### config.mk
export PLATFORM = sky130hd
export DESIGN_NAME = fc_msg_sched
export DESIGN_NICKNAME = d
export VERILOG_FILES = /design/src/rtl/fcs_pkg.sv /design/src/rtl/fcs_port_watch.sv /design/src/rtl/fcs_arbiter.sv /design/src/rtl/fcs_pause_ctr.sv /design/src/rtl/fc_msg_sched.sv
export SDC_FILE = /design/constraint.sdc
export NUM_CORES = 1
export LEC_CHECK = 0
export BUFFER_PORTS_ARGS = -buffer_cell sky130_fd_sc_hd__buf_2
export CORE_ASPECT_RATIO = 0.8
export CORE_MARGIN = 2
export CORE_UTILIZATION = 45
export DETAILED_ROUTE_END_ITERATION = 8
export MAX_ROUTING_LAYER = met4
export PLACE_DENSITY = 0.73
export SYNTH_ARGS = -nofsm -noshare
export SYNTH_HDL_FRONTEND = slang
export SYNTH_SLANG_ARGS = --single-unit
### constraint.sdc
create_clock -name clk -period 1.75 [get_ports clk]
set_clock_uncertainty 0.15 [all_clocks]
set_input_delay 0.2625 -clock clk [delete_from_list [all_inputs] [get_ports clk]]
set_output_delay 0.2625 -clock clk [all_outputs]
set_load 0.01 [all_outputs]
### src/rtl/fcs_pkg.sv
package fcs_pkg;

  localparam int NPORT    = 2;
  localparam int PORT_REG = 0;
  localparam int PORT_PRI = 1;
  localparam int PAUSE_W  = 8;

  // Breach test: a level at the threshold already counts.
  function automatic logic fill_breached(input logic [31:0] lvl, input logic [31:0] thr);
    return (lvl >= thr);
  endfunction

  // Pause countdown step: a load replaces, otherwise count down to zero.
  function automatic logic [PAUSE_W-1:0] pause_next(input logic load,
                                                    input logic [PAUSE_W-1:0] val,
                                                    input logic [PAUSE_W-1:0] cur);
    if (load)           return val;
    else if (cur != '0) return cur - 1'b1;
    else                return cur;
  endfunction

endpackage

### src/rtl/fcs_port_watch.sv
module fcs_port_watch #(
  parameter int LVL_W       = 8,
  parameter int REFRESH_CYC = 16
) (
  input  logic             clk,
  input  logic             rst_n,
  input  logic [LVL_W-1:0] level,
  input  logic [LVL_W-1:0] thresh,
  input  logic             grant,
  output logic             breach,
  output logic             pend,
  output logic             retx
);
  localparam int TMR_W = (REFRESH_CYC > 1) ? $clog2(REFRESH_CYC) : 1;
  localparam logic [TMR_W-1:0] TMR_LAST = TMR_W'(REFRESH_CYC - 1);

  logic             cmp;
  logic             rise_ev;
  logic             expire_ev;
  logic             arm_q;
  logic [TMR_W-1:0] tmr_q;

  assign cmp       = fcs_pkg::fill_breached(32'(level), 32'(thresh));
  assign rise_ev   = cmp & ~breach;
  assign expire_ev = arm_q & breach & (tmr_q == TMR_LAST);

  always_ff @(posedge clk) begin
    if (!rst_n) begin
      breach <= 1'b0;
      pend   <= 1'b0;
      retx   <= 1'b0;
      arm_q  <= 1'b0;
      tmr_q  <= '0;
    end else begin
      breach <= cmp;
      retx   <= expire_ev & cmp;
      pend   <= cmp & (rise_ev | expire_ev | (pend & ~grant));
      if (!cmp) begin
        arm_q <= 1'b0;
        tmr_q <= '0;
      end else if (grant) begin
        arm_q <= 1'b1;
        tmr_q <= '0;
      end else if (expire_ev) begin
        arm_q <= 1'b0;
        tmr_q <= '0;
      end else if (arm_q) begin
        tmr_q <= tmr_q + 1'b1;
      end
    end
  end

  AST_RISE_REQUESTS: assert property (@(posedge clk) disable iff (!rst_n)
    $rose(breach) |-> pend);
  AST_GRANT_CLEARS: assert property (@(posedge clk) disable iff (!rst_n)
    grant |=> !pend);
  AST_RETX_IN_BREACH: assert property (@(posedge clk) disable iff (!rst_n)
    retx |-> breach);
  AST_RETX_ONE_CYCLE: assert property (@(posedge clk) disable iff (!rst_n)
    retx |=> !retx);
  AST_TIMER_EXCLUSIVE: assert property (@(posedge clk) disable iff (!rst_n)
    !(arm_q && pend));

endmodule

### src/rtl/fcs_arbiter.sv
module fcs_arbiter (
  input  logic       clk,
  input  logic       rst_n,
  input  logic [1:0] pend,
  input  logic       ready,
  output logic [1:0] grant,
  output logic       req,
  output logic       port
);
  // Fixed priority: index 1 (priority port) wins over index 0.
  assign req      = |pend;
  assign port     = pend[1];
  assign grant[1] = ready & pend[1];
  assign grant[0] = ready & pend[0] & ~pend[1];

  AST_ONE_GRANT: assert property (@(posedge clk) disable iff (!rst_n)
    $onehot0(grant));
  AST_PRI_FIRST: assert property (@(posedge clk) disable iff (!rst_n)
    (pend == 2'b11 && ready) |-> (grant == 2'b10));

endmodule

### src/rtl/fcs_pause_ctr.sv
module fcs_pause_ctr (
  input  logic                        clk,
  input  logic                        rst_n,
  input  logic                        load,
  input  logic [fcs_pkg::PAUSE_W-1:0] value,
  output logic                        hold
);
  logic [fcs_pkg::PAUSE_W-1:0] cnt_q;

  always_ff @(posedge clk) begin
    if (!rst_n) cnt_q <= '0;
    else        cnt_q <= fcs_pkg::pause_next(load, value, cnt_q);
  end

  assign hold = (cnt_q != '0);

  AST_HOLD_AFTER_LOAD: assert property (@(posedge clk) disable iff (!rst_n)
    (load && value != '0) |=> hold);
  AST_NO_GROW: assert property (@(posedge clk) disable iff (!rst_n)
    !load |=> (cnt_q <= $past(cnt_q)));

endmodule

### src/rtl/fc_msg_sched.sv
module fc_msg_sched #(
  parameter int LVL_W       = 8,
  parameter int REFRESH_CYC = 16
) (
  input  logic             clk,
  input  logic             rst_n,
  input  logic             fc_enable,
  input  logic [LVL_W-1:0] reg_level,
  input  logic [LVL_W-1:0] reg_thresh,
  input  logic [LVL_W-1:0] pri_level,
  input  logic [LVL_W-1:0] pri_thresh,
  input  logic             msg_ready,
  output logic             msg_req,
  output logic             msg_port,
  output logic             reg_breach,
  output logic             pri_breach,
  output logic             reg_retx,
  output logic             pri_retx,
  input  logic             rx_reg_valid,
  input  logic             rx_pri_valid,
  input  logic [7:0]       rx_pause,
  output logic             reg_tx_hold,
  output logic             pri_tx_hold,
  output logic             fc_unexp_err
);
  import fcs_pkg::*;

  logic [LVL_W-1:0] lvl_a [NPORT];
  logic [LVL_W-1:0] thr_a [NPORT];
  logic [NPORT-1:0] breach_v, pend_v, retx_v, grant_v, rxv_v, load_v, hold_v;
  logic             unexp_q;

  assign lvl_a[PORT_REG] = reg_level;
  assign lvl_a[PORT_PRI] = pri_level;
  assign thr_a[PORT_REG] = reg_thresh;
  assign thr_a[PORT_PRI] = pri_thresh;
  assign rxv_v[PORT_REG] = rx_reg_valid;
  assign rxv_v[PORT_PRI] = rx_pri_valid;

  for (genvar p = 0; p < NPORT; p++) begin : g_port
    fcs_port_watch #(.LVL_W(LVL_W), .REFRESH_CYC(REFRESH_CYC)) u_watch (
      .clk    (clk),
      .rst_n  (rst_n),
      .level  (lvl_a[p]),
      .thresh (thr_a[p]),
      .grant  (grant_v[p]),
      .breach (breach_v[p]),
      .pend   (pend_v[p]),
      .retx   (retx_v[p])
    );

    assign load_v[p] = rxv_v[p] & fc_enable;

    fcs_pause_ctr u_pause (
      .clk   (clk),
      .rst_n (rst_n),
      .load  (load_v[p]),
      .value (rx_pause),
      .hold  (hold_v[p])
    );
  end

  fcs_arbiter u_arb (
    .clk   (clk),
    .rst_n (rst_n),
    .pend  (pend_v),
    .ready (msg_ready),
    .grant (grant_v),
    .req   (msg_req),
    .port  (msg_port)
  );

  always_ff @(posedge clk) begin
    if (!rst_n) unexp_q <= 1'b0;
    else        unexp_q <= ~fc_enable & (|rxv_v);
  end

  assign fc_unexp_err = unexp_q;
  assign reg_breach   = breach_v[PORT_REG];
  assign pri_breach   = breach_v[PORT_PRI];
  assign reg_retx     = retx_v[PORT_REG];
  assign pri_retx     = retx_v[PORT_PRI];
  assign reg_tx_hold  = hold_v[PORT_REG];
  assign pri_tx_hold  = hold_v[PORT_PRI];

  AST_ERR_WHEN_OFF: assert property (@(posedge clk) disable iff (!rst_n)
    fc_unexp_err |-> $past(!fc_enable));
  AST_OFF_NO_HOLD_RISE: assert property (@(posedge clk) disable iff (!rst_n)
    (!fc_enable && !reg_tx_hold) |=> !reg_tx_hold);

endmodule

==> results summary, run 1 <==
The type of origin of the critical path is a flip-flop. The instance count of the mapped netlist came out at 234. The clock root buffer is clkbuf_8. The number of nets in the final layout is 369. The post-DP HPWL came out at 3160 um. The path class of the lowest-slack min-delay path is in -> reg.

The die is 77.2 um wide. The average wire length per cell after detail routing is 11.5 um. The netlist area before placement is 0.00193 mm^2. The worst max-slew margin expressed relative to the limit is 68.6%.

The top achievable clock speed came out at 0.579 GHz. The share of final-layout standard cells stronger than drive strength 1 is 32.9%. The number of sinks driven by the clock tree came out at 33. The highest fanout seen on the critical path came out at 4. Once layout is complete, the cells apart from fillers number 361.

The signal on the critical path passes through inv_4 -> ha_4 -> nor4b_4 -> nand2_2 -> buf_6. The starting density of the core is 46.5%. Yosys mapped a number of flops with a built-in enable equal to 0. The placeable core area came out at 0.00415 mm^2. In the routed design, unresolved DRC markers number 0. The number of max-capacitance violations reported is 0. The count of final hold-check violations is 0. The die is 62.6 um tall. The synthesized netlist net count came out at 300. The number of port buffers came out at 54.

Entering global routing, the biggest net connects 17 pins. The initial antenna violation count came out at 0. The post-synthesis register bit count came out at 33. The number of warnings reported in the yosys synthesis log came out at 0. The total global routing overflow is 0. The total I/O pin count is 55. The initial DRC count is 110. Clock-pin slew was measured on the worst setup and hold paths at 60 ps. The clock tree from TritonCTS is built. The first detailed-routing pass ran for 4 iterations. The die covers 0.00483 mm^2. Of all flip-flops after synthesis, the portion carrying an async set or reset was 0%.

The wire length of the first global-routing pass is 6990 um. The final setup violation count came out at 0. The number of standard-cell rows in the floorplan is 21. The signal arrival time at the worst endpoint came out at 1310 ps.

The aggregate routed wire length came out at 4150 um. The routed length on met3 is 208 um. The peak supply drop is 0.000976 V.

Across every metal layer, demand over resource in global routing totals 18.1%. The number of clock buffers added by TritonCTS is 5. The setup TNS came out at 0 ps. In the post-synthesis netlist, the biggest area contributors are dfxtp_1 34%, ha_1 13%, inv_1 4.9%. The area fraction of the dominant cell type after synthesis came out at 34.2%. The share of the yosys chip area belonging to registers came out at 34.2%.

Detailed routing placed a total of 1930 um of wire on met2. The slowest stage of the critical path belongs to the cell dfxtp_4. The critical path is of the reg -> out type. The endpoint required time on the critical path is 1340 ps. The slew at the pin closest to its max-slew limit came out at 469 ps. In the final routing, the length of wire on met1 measures 1970 um. The post-route fraction of the period consumed by the critical path is 98.6%. The flow ran to the end, and the final reports show no timing, DRC or antenna violations. The number of inserted diodes is 0. The number of unique standard cell types used by synthesis is 37. The ratio of routed vias to standard cells is 5.15.

The count of final max-slew check failures came out at 0. Setup repair after global routing could not meet its margin everywhere. In this run the mean area of a mapped cell was 8.25 um^2. The H-tree generated during clock tree synthesis spans 2 levels.

Counting I/O delays and the setup requirement, the final critical path takes 1730 ps. The power per cell area is 1170 mW/mm^2. The top routing layer in use is met4. The via count of the first global-routing pass is 1,698.

The final estimated routing congestion in global placement came out at 0.793. The count of hold buffers inserted by post-cts repair came out at 0. The biggest area consumer among synthesized cells is dfxtp_1. The count of vias placed by the detailed router came out at 1,859. The largest single stage delay on the critical path is 360 ps. The clock passes through at most 2 buffers. The worst setup path is captured at a primary output.

Among all flip-flop cells after synthesis, the most frequent one is dfxtp_1. For the worst-skew pair, the clock arrives at the later sink with an insertion delay of 290 ps. The area added between synthesis and finish came out at 32.8%. For this design the static power due to leakage is 1.21 nW.

The detail route stage leaves a number of antenna-violating nets equal to 0. The post-placement cell count is 351.
==> final timing paths <==
path	end	startpoint	cells after the start	slack, ps
hold reg to reg	g_port[0].u_watch.pend	g_port[0].u_watch.breach	1	310
hold / removal	fc_unexp_err	fc_enable	2	20
setup / recovery	reg_tx_hold	g_port[0].u_pause.cnt_q[0]	5	20
setup reg to reg	g_port[0].u_pause.cnt_q[7]	g_port[0].u_pause.cnt_q[1]	4	100
==> synthesized netlist by cell type, drive strengths merged (2+ instances only) <==
| master | instances |
|---|---|
| a21oi | 11 |
| a22oi | 3 |
| a31oi | 3 |
| and3 | 2 |
| and4 | 2 |
| clkbuf | 6 |
| dfxtp | 33 |
| ha | 20 |
| inv | 25 |
| mux2 | 3 |
| mux2i | 2 |
| nand2 | 24 |
| nand3 | 14 |
| nand3b | 3 |
| nand4 | 4 |
| nand4b | 2 |
| nor2 | 22 |
| nor2b | 2 |
| nor3 | 7 |
| nor3b | 2 |
| o21ai | 14 |
| o221ai | 3 |
| o31ai | 2 |
| o32ai | 4 |
| xnor2 | 7 |
| xor2 | 3 |
==> metrics by stage <==
step	total power, W	area (um^2)	utilization, %	hold WS [ps]	worst slack [ps]
floorplan	0.00172	1930	-	192	56.1
global placement	0.00200	2340	56.4	299	-36.2
detailed placement	0.00200	2340	56.4	303	-47.5
CTS	0.00288	2520	60.7	21.4	14.8
global route	0.00321	2560	61.7	36.1	-42.6
finish	0.00299	2560	61.7	21.5	24.0
==> critical path, delay by kind of cell (launching register included) <==
family / cells / cell delay (ps)
flip-flops: 1 / 360
AND/OR/NAND/NOR: 2 / 340
buffers and inverters: 2 / 200
adder cells (fa/ha/maj): 1 / 130
==> repair_timing <==
action,in CTS,in global routing
resized for setup,14,10
setup endpoints to repair,2,3
buffers inserted,2,0
pin swaps,2,3
==> cell families after synthesis <==
kind of cell | count (synthesis) | synth area share, %
compound gates | 45 | 15.1
xor+xnor | 10 | 4.54
mux | 5 | 2.79
flops | 33 | 34.2
simple gates | 90 | 24.3
fa+ha+maj | 20 | 13.0
buf+inv | 31 | 6.03
==> layout by cell type (no fill, tap or decap), drive strengths merged, types with 3 or more instances in the layout <==
cell,instances
nand2,24
dfxtp,33
clkbuf,7
nor2,22
inv,25
buf,68
mux2,3
xnor2,7
ha,20
nand4,4
a21oi,11
a31oi,3
nand3,14
o221ai,3
o32ai,4
a22oi,3
nor3,7
o21ai,14
nand3b,3
xor2,3
==> registers in the layout, summed over array words and instances, names as in the netlist <==
signal,count
g_port.u_watch.tmr_q,8
g_port.u_pause.cnt_q,16
g_port.u_watch.pend,2
g_port.u_watch.retx,2
g_port.u_watch.breach,2
fc_unexp_err,1
g_port.u_watch.arm_q,2
==> cell type report <==
class | instances | area (um^2)
Clock inverter | 1 | 30.0
Clock buffer | 7 | 86.3
Multi-Input combinational cell | 170 | 1220
Fill cell | 374 | 1590
Timing Repair Buffer | 68 | 388
Sequential cell | 33 | 668
Tap cell | 57 | 71.3
Inverter | 25 | 96.3
==> metal layers <==
layer | GRT usage [%] | vias up
met5 | - | -
met4 | 5.36 | 0
met3 | 3.61 | 5
met2 | 29.6 | 45
met1 | 22.9 | 846
li1 | - | 963
==> power by group <==
group	total [W]	internal, W	switching (W)	leakage (nW)
combinational	0.00120	0.000650	0.000552	0.877
sequential	0.00105	0.000897	0.000152	0.272
clock	0.000735	0.000464	0.000271	0.0585
total	0.00299	0.00201	0.000975	1.21
No activity file was read; power rests on OpenSTA's default activity.
==> run 2: changes to the inputs <==
--- a/config.mk
+++ b/config.mk
@@ -7,2 +7,3 @@
 export LEC_CHECK = 0
+export ABC_AREA = 1
 export BUFFER_PORTS_ARGS = -buffer_cell sky130_fd_sc_hd__buf_2
@@ -12,2 +13,3 @@
 export DETAILED_ROUTE_END_ITERATION = 8
+export GPL_ROUTABILITY_DRIVEN = 0
 export MAX_ROUTING_LAYER = met4
==> constraint.sdc (replaced) <==
create_clock -name clk -period 1.75 [get_ports clk]
set_clock_uncertainty 0.15 [all_clocks]
set_input_delay 0.175 -clock clk [delete_from_list [all_inputs] [get_ports clk]]
set_output_delay 0.175 -clock clk [all_outputs]
set_load 0.01 [all_outputs]
==> run 2 against run 1 <==
Combinational power up 11%. Synthesized cell count up 23%. Die area up 5.5%. Routed wire length up 0.29%. Flip-flop and latch count unchanged. Global-route usage up 0.98 points. Synthesized area up 5.8%. Critical path depth up 1. Maximum frequency up 3.8%. Critical endpoint is now pri_tx_hold. Largest cell class unchanged. Largest power group unchanged.
==> results summary, run 2 <==
Outcome: finished, final reports clean (unchanged). The number of unique standard cell types used by synthesis is 29 (was 37). The starting density of the core is 47.7% (was 46.5%). Commonest cells in the netlist: 64 x nand2_1, 49 x inv_1, 33 x dfxtp_1 (was 33 x dfxtp_1, 25 x inv_1, 24 x nand2_1). The layout filler cell count is 407 (was 374).

The busiest metal layer after global routing is met2 (unchanged). The number of warnings reported in the yosys synthesis log came to 0 (unchanged). The hold-critical path endpoint is g_port[0].u_pause.cnt_q[7] (was fc_unexp_err). The clock tree from TritonCTS is built (unchanged). The maximum single-stage delay on the critical path is 330 ps (was 360 ps).

The global router's overall resource usage came out at 19.1% (was 18.1%). The register name with the most flops is g_port.u_pause.cnt_q (unchanged). The register area came out at 661 um^2 (was 668 um^2). The instance count of the mapped netlist is 288 (was 234). The terminus of the critical flop-to-flop path is g_port[1].u_pause.cnt_q[1] (was g_port[0].u_pause.cnt_q[7]). The peak supply drop is 0.000757 V (was 0.000976 V). Leading registers by flop count: g_port.u_pause.cnt_q x16, g_port.u_watch.tmr_q x8 (unchanged). The proportion of synthesized flip-flops having asynchronous set or reset is 0% (unchanged). The library cell with the highest instance count after synthesis was nand2_1 (was dfxtp_1).

The area of the multi-input gates came out at 0.00119 mm^2 (was 0.00122 mm^2). The number of optimization iterations in the first detailed-route pass is 4 (unchanged). The startpoint of the most critical hold path is rx_pause[7] (was fc_enable). The average wire length per cell after detail routing came out at 10.2 um (was 11.5 um). The post-DP HPWL is 3230 um (was 3160 um). The placed standard-cell area came out at 0.00237 mm^2 (was 0.00234 mm^2). The flip-flop count of the largest register, all copies and words added is 16 (unchanged). The type of origin of the critical path is a flip-flop (unchanged).

Crit-path cells: inv_1 -> ha_2 -> nand2_4 -> nor2_8 -> inv_1 -> buf_2 (was inv_4 -> ha_4 -> nor4b_4 -> nand2_2 -> buf_6). The number of cells in the finished layout apart from fillers came out at 408 (was 361). The number of standard-cell rows in the floorplan came out at 21 (unchanged). Unrepaired setup endpoints after global routing: false (was true).

The total I/O pin count is 55 (unchanged). The leading register cell type out of synthesis is dfxtp_1 (unchanged). The worst hold margin was 22.7 ps (was 21.5 ps). The post-route fraction of the period consumed by the critical path is 95.0% (was 98.6%).

The synthesized netlist net count is 354 (was 300). The area fraction of the dominant cell type after synthesis came to 32.4% (was 34.2%). The setup TNS came out at 0 ps (unchanged). The startpoint of the most critical setup path is g_port[1].u_pause.cnt_q[0] (was g_port[0].u_pause.cnt_q[0]). The worst max-slew margin expressed relative to the limit is 66.6% (was 68.6%). The leading cell type in the layout, fill and taps excluded is nand2_1 (was buf_2).

The number of cells traversed by the worst hold path was 3 (was 2). The CTS buffer count is 5 (unchanged). The share of the yosys chip area belonging to registers was 32.4% (was 34.2%). The met1 usage is 22.2% (was 22.9%). The area added between synthesis and finish is 22.8% (was 32.8%).

The total DRC errors in the routed layout came out at 0 (unchanged). The residual antenna-violating net count after detailed routing is 0 (unchanged). The overall power of the completed layout is 0.00290 W (was 0.00299 W).

The die footprint is 0.00510 mm^2 (was 0.00483 mm^2). The ratio of routed vias to standard cells is 4.74 (was 5.15). The number of nets in the final layout came out at 416 (was 369). The number of inserted diodes came out at 0 (unchanged). The number of port buffers was 54 (unchanged).

The vertical die dimension came to 64.3 um (was 62.6 um). The reg-to-reg setup timing slack is 290 ps (was 100 ps). The power per cell area is 1160 mW/mm^2 (was 1170 mW/mm^2). The biggest area consumer among synthesized cells is dfxtp_1 (unchanged). The endpoint required time on the critical path is 1420 ps (was 1340 ps). The clock root buffer is clkbuf_8 (unchanged). The endpoint type of the worst setup path is a primary output (unchanged). The initial antenna violation count is 0 (unchanged).

The clock latency at the later pin of the worst-skew pair came to 290 ps (about the same). The top achievable clock speed is 0.601 GHz (was 0.579 GHz). The number of setup buffers added after CTS came to 0 (was 2). The count of final hold-check violations came out at 0 (unchanged). The type of the worst setup path was reg -> out (unchanged). The signal arrival time at the worst endpoint came to 1340 ps (was 1310 ps). Synth top area cells: dfxtp_1 32%, ha_1 12%, nand2_1 12% (was dfxtp_1 34%, ha_1 13%, inv_1 4.9%).

The number of enable-type register cells in the synthesized netlist came out at 0 (unchanged). The fraction of met3 tracks used by global routing is 5.65% (was 3.61%). The count of final max-slew check failures is 0 (unchanged).

The floorplan die width came out at 79.3 um (was 77.2 um). Top library cells by usage in the layout, fill and taps aside: 64 x nand2_1, 54 x buf_2, 48 x inv_1 (was 52 x buf_2, 29 x dfxtp_1, 23 x nand2_1). The startpoint of the worst-slack reg-to-reg timing path was g_port[1].u_pause.cnt_q[0] (was g_port[0].u_pause.cnt_q[1]).

The netlist area before placement came out at 0.00204 mm^2 (was 0.00193 mm^2). The mean post-synth cell area is 7.09 um^2 (was 8.25 um^2). The number of H-tree levels came out at 2 (unchanged). The global routing met2 resource utilization is 30.6% (was 29.6%). The number of sinks driven by the clock tree came out at 33 (unchanged). The initial DRC count came to 126 (was 110). The maximum clock insertion buffer count was 2 (unchanged). The path class of the lowest-slack min-delay path is in -> reg (unchanged).

The cell that appears most often on the critical path is inv_1. The count of vias placed by the detailed router came out at 1,933 (was 1,859). The largest net degree at the start of global routing came to 16 (was 17). The placeable core area was 0.00428 mm^2 (was 0.00415 mm^2). The highest fanout seen on the critical path came out at 5 (was 4). The final setup violation count was 0 (unchanged). The finished layout cell area is 0.00251 mm^2 (was 0.00256 mm^2). The worst reg-to-reg path cell count came out at 7 (was 4). The post-placement cell count came out at 396 (was 351). The leakage component of the power is 1.31 nW (was 1.21 nW).

The post-layout minimum cycle time is 1660 ps (was 1730 ps). The post-synthesis register bit count is 33 (unchanged). The aggregate routed wire length is 4170 um (was 4150 um). The wire length of the first global-routing pass is 7460 um (was 6990 um). The number of max-capacitance violations reported came out at 0 (unchanged).

The cell with the largest stage delay on the worst path is dfxtp_1 (was dfxtp_4). The share of final-layout standard cells stronger than drive strength 1 is 23.4% (was 32.9%). The slew at the pin closest to its max-slew limit came to 500 ps (was 469 ps). The total global routing overflow is 0 (unchanged). The via count of the first global-routing pass came out at 1,852 (was 1,698). The clock-pin transition on the worst setup and hold timing paths came out at 70 ps (was 60 ps).
==> run 2: critical path: cells and delay by family (launching register included) <==
family	cells	cell delay, ps
simple gates	2	230
flops	1	330
buf+inv	3	270
fa+ha+maj	1	230
==> run 2: layer usage <==
layer	up-vias	share of wire [%]
met5	-	0
met4	0	1.8
met3	9	3.8
met2	39	47
met1	853	47
li1	1032	-
==> run 2: cell type report <==
cell class                 instances  area share [%]
sequential                        33            26.3
timing repair buffer              58            12.4
clock buffer                       6            2.89
multi-input combinational        201            47.5
inverter                          51            7.63
clock inverter                     2           0.399
tap                               57            2.84
==> run 2: metrics by stage <==
step / worst slack [ps] / utilization (%)
6_report: 87.1 / 58.5
2_1_floorplan: 388 / -
3_5_place_dp: 259 / 55.3
4_1_cts: 14.6 / 58.2
3_3_place_gp: 297 / 55.3
5_1_grt: 13.0 / 58.5
==> run 2: cell families (layout without fill, tap and decap cells) <==
| group | count (synthesis) | in the layout | share of synthesized area, % |
|---|---|---|---|
| compound gates | 35 | 35 | 9.80 |
| xor+xnor | 12 | 12 | 5.15 |
| simple gates | 132 | 132 | 29.4 |
| buf+inv | 54 | 117 | 10.0 |
| mux | 2 | 2 | 0.980 |
| fa+ha+maj | 20 | 20 | 12.3 |
| flops | 33 | 33 | 32.4 |
==> run 2: timing repair <==
item | in CTS | in global routing
endpoints found under the hold margin | 5 | 0
endpoints found under the setup margin | 0 | 2
resized for setup | 0 | 4
hold buffers | 4 | 0
==> run 2: power by group <==
group	switching (W)	leakage, nW	internal [W]
clock network	0.000278	0.0450	0.000275
logic	0.000778	0.996	0.000550
registers	0.000118	0.271	0.000899
total	0.00117	1.31	0.00172
==> run 2: how the worst max path moves through the flow <==
stage	cells after the start	to
detailed placement	7	g_port[1].u_pause.cnt_q[1]
global placement	7	g_port[1].u_pause.cnt_q[1]
finish	6	pri_tx_hold
global route	6	pri_tx_hold
CTS	6	reg_tx_hold
floorplan	7	g_port[1].u_pause.cnt_q[1]
==> run 3: changes to the inputs <==
CORE_UTILIZATION = 30   (was 45)
PLACE_DENSITY = unset   (was 0.73)
clock period = 1.5 ns   (was 1.75 ns; I/O delays follow)
==> run 3 against run 2 <==
Clock power grew 54%. Sequential power grew 19%. Hold slack lost 7.6 ps. First-iteration DRC count shrank 75%. Sequential share of layout area shrank 2.1 points. Cell count grew 10%. Core utilization shrank 16 points. Setup slack lost 72 ps. Register-to-register slack lost 230 ps. Routed wire length grew 10%. Largest cell class unchanged.
==> results summary, run 3 (synthesized netlist as in run 2, its figures left out) <==
The ratio of routed vias to standard cells is 4.39 (was 4.74). The maximum clock insertion buffer count is 2 (unchanged). The total DRC errors in the routed layout is 0 (unchanged). The vertical die dimension is 77.8 um (was 64.3 um). The placeable core area is 0.00647 mm^2 (was 0.00428 mm^2). The area added between synthesis and finish is 34.4% (was 22.8%). The type of origin of the critical path is a primary input (was flip-flop).

The post-DP HPWL is 3500 um (was 3230 um). The share of final-layout standard cells stronger than drive strength 1 is 29.6% (was 23.4%). The peak supply drop came out at 0.000523 V (was 0.000757 V). The leading cell type in the layout, fill and taps excluded is nand2_1 (unchanged).

The number of inserted diodes is 0 (unchanged). The leakage component of the power is 1.41 nW (was 1.31 nW). The final core utilization came out at 42.4% (was 58.5%). The fraction of power spent switching nets came to 37.5% (was 40.5%).

The type of the worst setup path is in -> reg (was reg -> out). For the finished layout, the period the worst path requires is 1490 ps. The power per cell area came to 1450 mW/mm^2 (was 1160 mW/mm^2). In the finished design, the share of the clock period the worst path needs comes to 99.0%. The clock latency at the later pin of the worst-skew pair is 280 ps (was 290 ps). The placement-stage worst setup slack came out at 29.1 ps (was 259 ps).

The slew at the pin closest to its max-slew limit was 302 ps (was 500 ps). The count of vias placed by the detailed router is 1,970 (was 1,933). The count of final hold-check violations is 0 (unchanged). The aggregate routed wire length came to 4600 um (was 4170 um). The die footprint is 0.00749 mm^2 (was 0.00510 mm^2).

The startpoint of the worst-slack reg-to-reg timing path is g_port[1].u_pause.cnt_q[1] (was g_port[1].u_pause.cnt_q[0]). The highest fanout seen on the critical path was 3 (was 5). The flip-flop count of the largest register, all copies and words added came out at 16 (unchanged). The worst max-slew margin expressed relative to the limit is 79.7% (was 66.6%). The starting density of the core is 31.5% (was 47.7%). The clock root buffer was clkbuf_8 (unchanged).

The global router's overall resource usage came to 13.0% (was 19.1%). Leading registers by flop count: g_port.u_pause.cnt_q x16, g_port.u_watch.tmr_q x8 (unchanged). The number of max-capacitance violations reported came out at 0 (unchanged).

The path class of the lowest-slack min-delay path is in -> reg (unchanged). The number of optimization iterations in the first detailed-route pass was 4 (unchanged). The portion of total power attributed to sequential cells is 30.5% (was 35.1%). The worst path setup slack after routing is 14.7 ps (was 87.1 ps). The residual antenna-violating net count after detailed routing came out at 0 (unchanged).

The initial antenna violation count was 0 (unchanged). The fraction of power consumed by combinational cells came out at 48.1% (was 45.8%). The via count of the first global-routing pass came out at 1,857 (was 1,852). The CTS buffer count came out at 5 (unchanged). The clock-pin transition on the worst setup and hold timing paths is 60 ps (was 70 ps). The top achievable clock speed came out at 0.673 GHz. The average wire length per cell after detail routing came out at 10.2 um (about the same). The startpoint of the most critical setup path is fc_enable (was g_port[1].u_pause.cnt_q[0]). Unrepaired setup endpoints after global routing: true (was false). The register name with the most flops is g_port.u_pause.cnt_q (unchanged).

The number of standard-cell rows in the floorplan came out at 26 (was 21). The number of sinks driven by the clock tree came to 33 (unchanged). Top library cells by usage in the layout, fill and taps aside: 63 x nand2_1, 53 x buf_2, 44 x inv_1 (was 64 x nand2_1, 54 x buf_2, 48 x inv_1). The endpoint type of the worst setup path is a flip-flop (was primary output). The number of H-tree levels is 2 (unchanged). The startpoint of the most critical hold path is rx_pause[4] (was rx_pause[7]).

The floorplan die width is 96.2 um (was 79.3 um). Outcome: finished, final reports clean (unchanged). The final setup violation count came out at 0 (unchanged).

The wire length of the first global-routing pass was 7580 um (was 7460 um). The number of nets in the final layout is 430 (was 416). The clock tree from TritonCTS is built (unchanged). The endpoint required time on the critical path came to 1580 ps (was 1420 ps). The total I/O pin count came out at 55 (unchanged). The number of port buffers came out at 54 (unchanged). The share of power burned in the clock network came to 21.4% (was 19.1%). The total internal power came out at 0.00249 W (was 0.00172 W). The total global routing overflow is 0 (unchanged).

The initial DRC count is 32 (was 126). The largest net degree at the start of global routing came out at 11 (was 16). The reported net switching power came to 0.00149 W (was 0.00117 W). The count of final max-slew check failures is 0 (unchanged). The signal arrival time at the worst endpoint came to 1560 ps (was 1340 ps).
run 3: changes by cell type in the layout (fill, tap and decap cells not counted), sizes merged:
cell,change
bufinv,+1
clkbuf,+1
buf,+12
dlygate4sd3,+2
clkinv,-2
run 3: final cells by class:
type / count / area (um^2)
Clock buffer: 7 / 86.3
Clock inverter: 1 / 30.0
Fill cell: 658 / 3730
Inverter: 51 / 191
Multi-Input combinational cell: 201 / 1230
Sequential cell: 33 / 667
Tap cell: 84 / 105
Timing Repair Buffer: 72 / 430
run 3: critical path, cell delays in order:
cell	delay, ps
buf_2	110
dlygate4sd3_1	570
nor3_2	170
dlygate4sd3_1	560
run 3: per-stage QoR:
stage / TNS (ps) / cells / hold slack [ps] / power, W / instance area (um^2)
finish: 0 / 449 / 15.1 / 0.00398 / 2750
global route: -51.3 / 449 / 9.89 / 0.00429 / 2750
global placement: 0 / 426 / 199 / 0.00268 / 2430
CTS: 0 / 444 / 5.32 / 0.00377 / 2660
floorplan: 0 / 288 / 79.3 / 0.00237 / 2040
detailed placement: 0 / 426 / 199 / 0.00272 / 2430
run 3: repair_timing:
item                                    in CTS  in global routing
endpoints found under the setup margin       3                 14
cloned                                       0                  0
hold buffers                                 6                  0
endpoints found under the hold margin        7                  0
setup buffers                                4                  5
resized for setup                            8                 16
pin swaps                                    4                 10
run 3: metal layers:
metal | global-route usage, % | wire [um] | vias to the layer above
li1 | - | - | 1055
met1 | 14.2 | 2030 | 876
met2 | 23.2 | 2320 | 30
met3 | 2.33 | 164 | 9
met4 | 4.71 | 91 | 0
met5 | - | 0 | -
run 3: worst paths after layout:
kind	slack [ps]	end	cells past startpoint
setup / recovery	10	fc_unexp_err	4
setup reg to reg	60	g_port[1].u_pause.cnt_q[2]	6
hold reg to reg	350	g_port[0].u_pause.cnt_q[1]	1
hold / removal	20	g_port[0].u_pause.cnt_q[4]	3
run 3: power groups by stage:
stage	clock, W	sequential (W)	combinational (W)
CTS	0.000876	0.00119	0.00170
finish	0.000853	0.00121	0.00192
detailed placement	0	0.00120	0.00152
floorplan	0	0.00117	0.00120
global placement	0	0.00120	0.00148
global route	0.000924	0.00123	0.00214
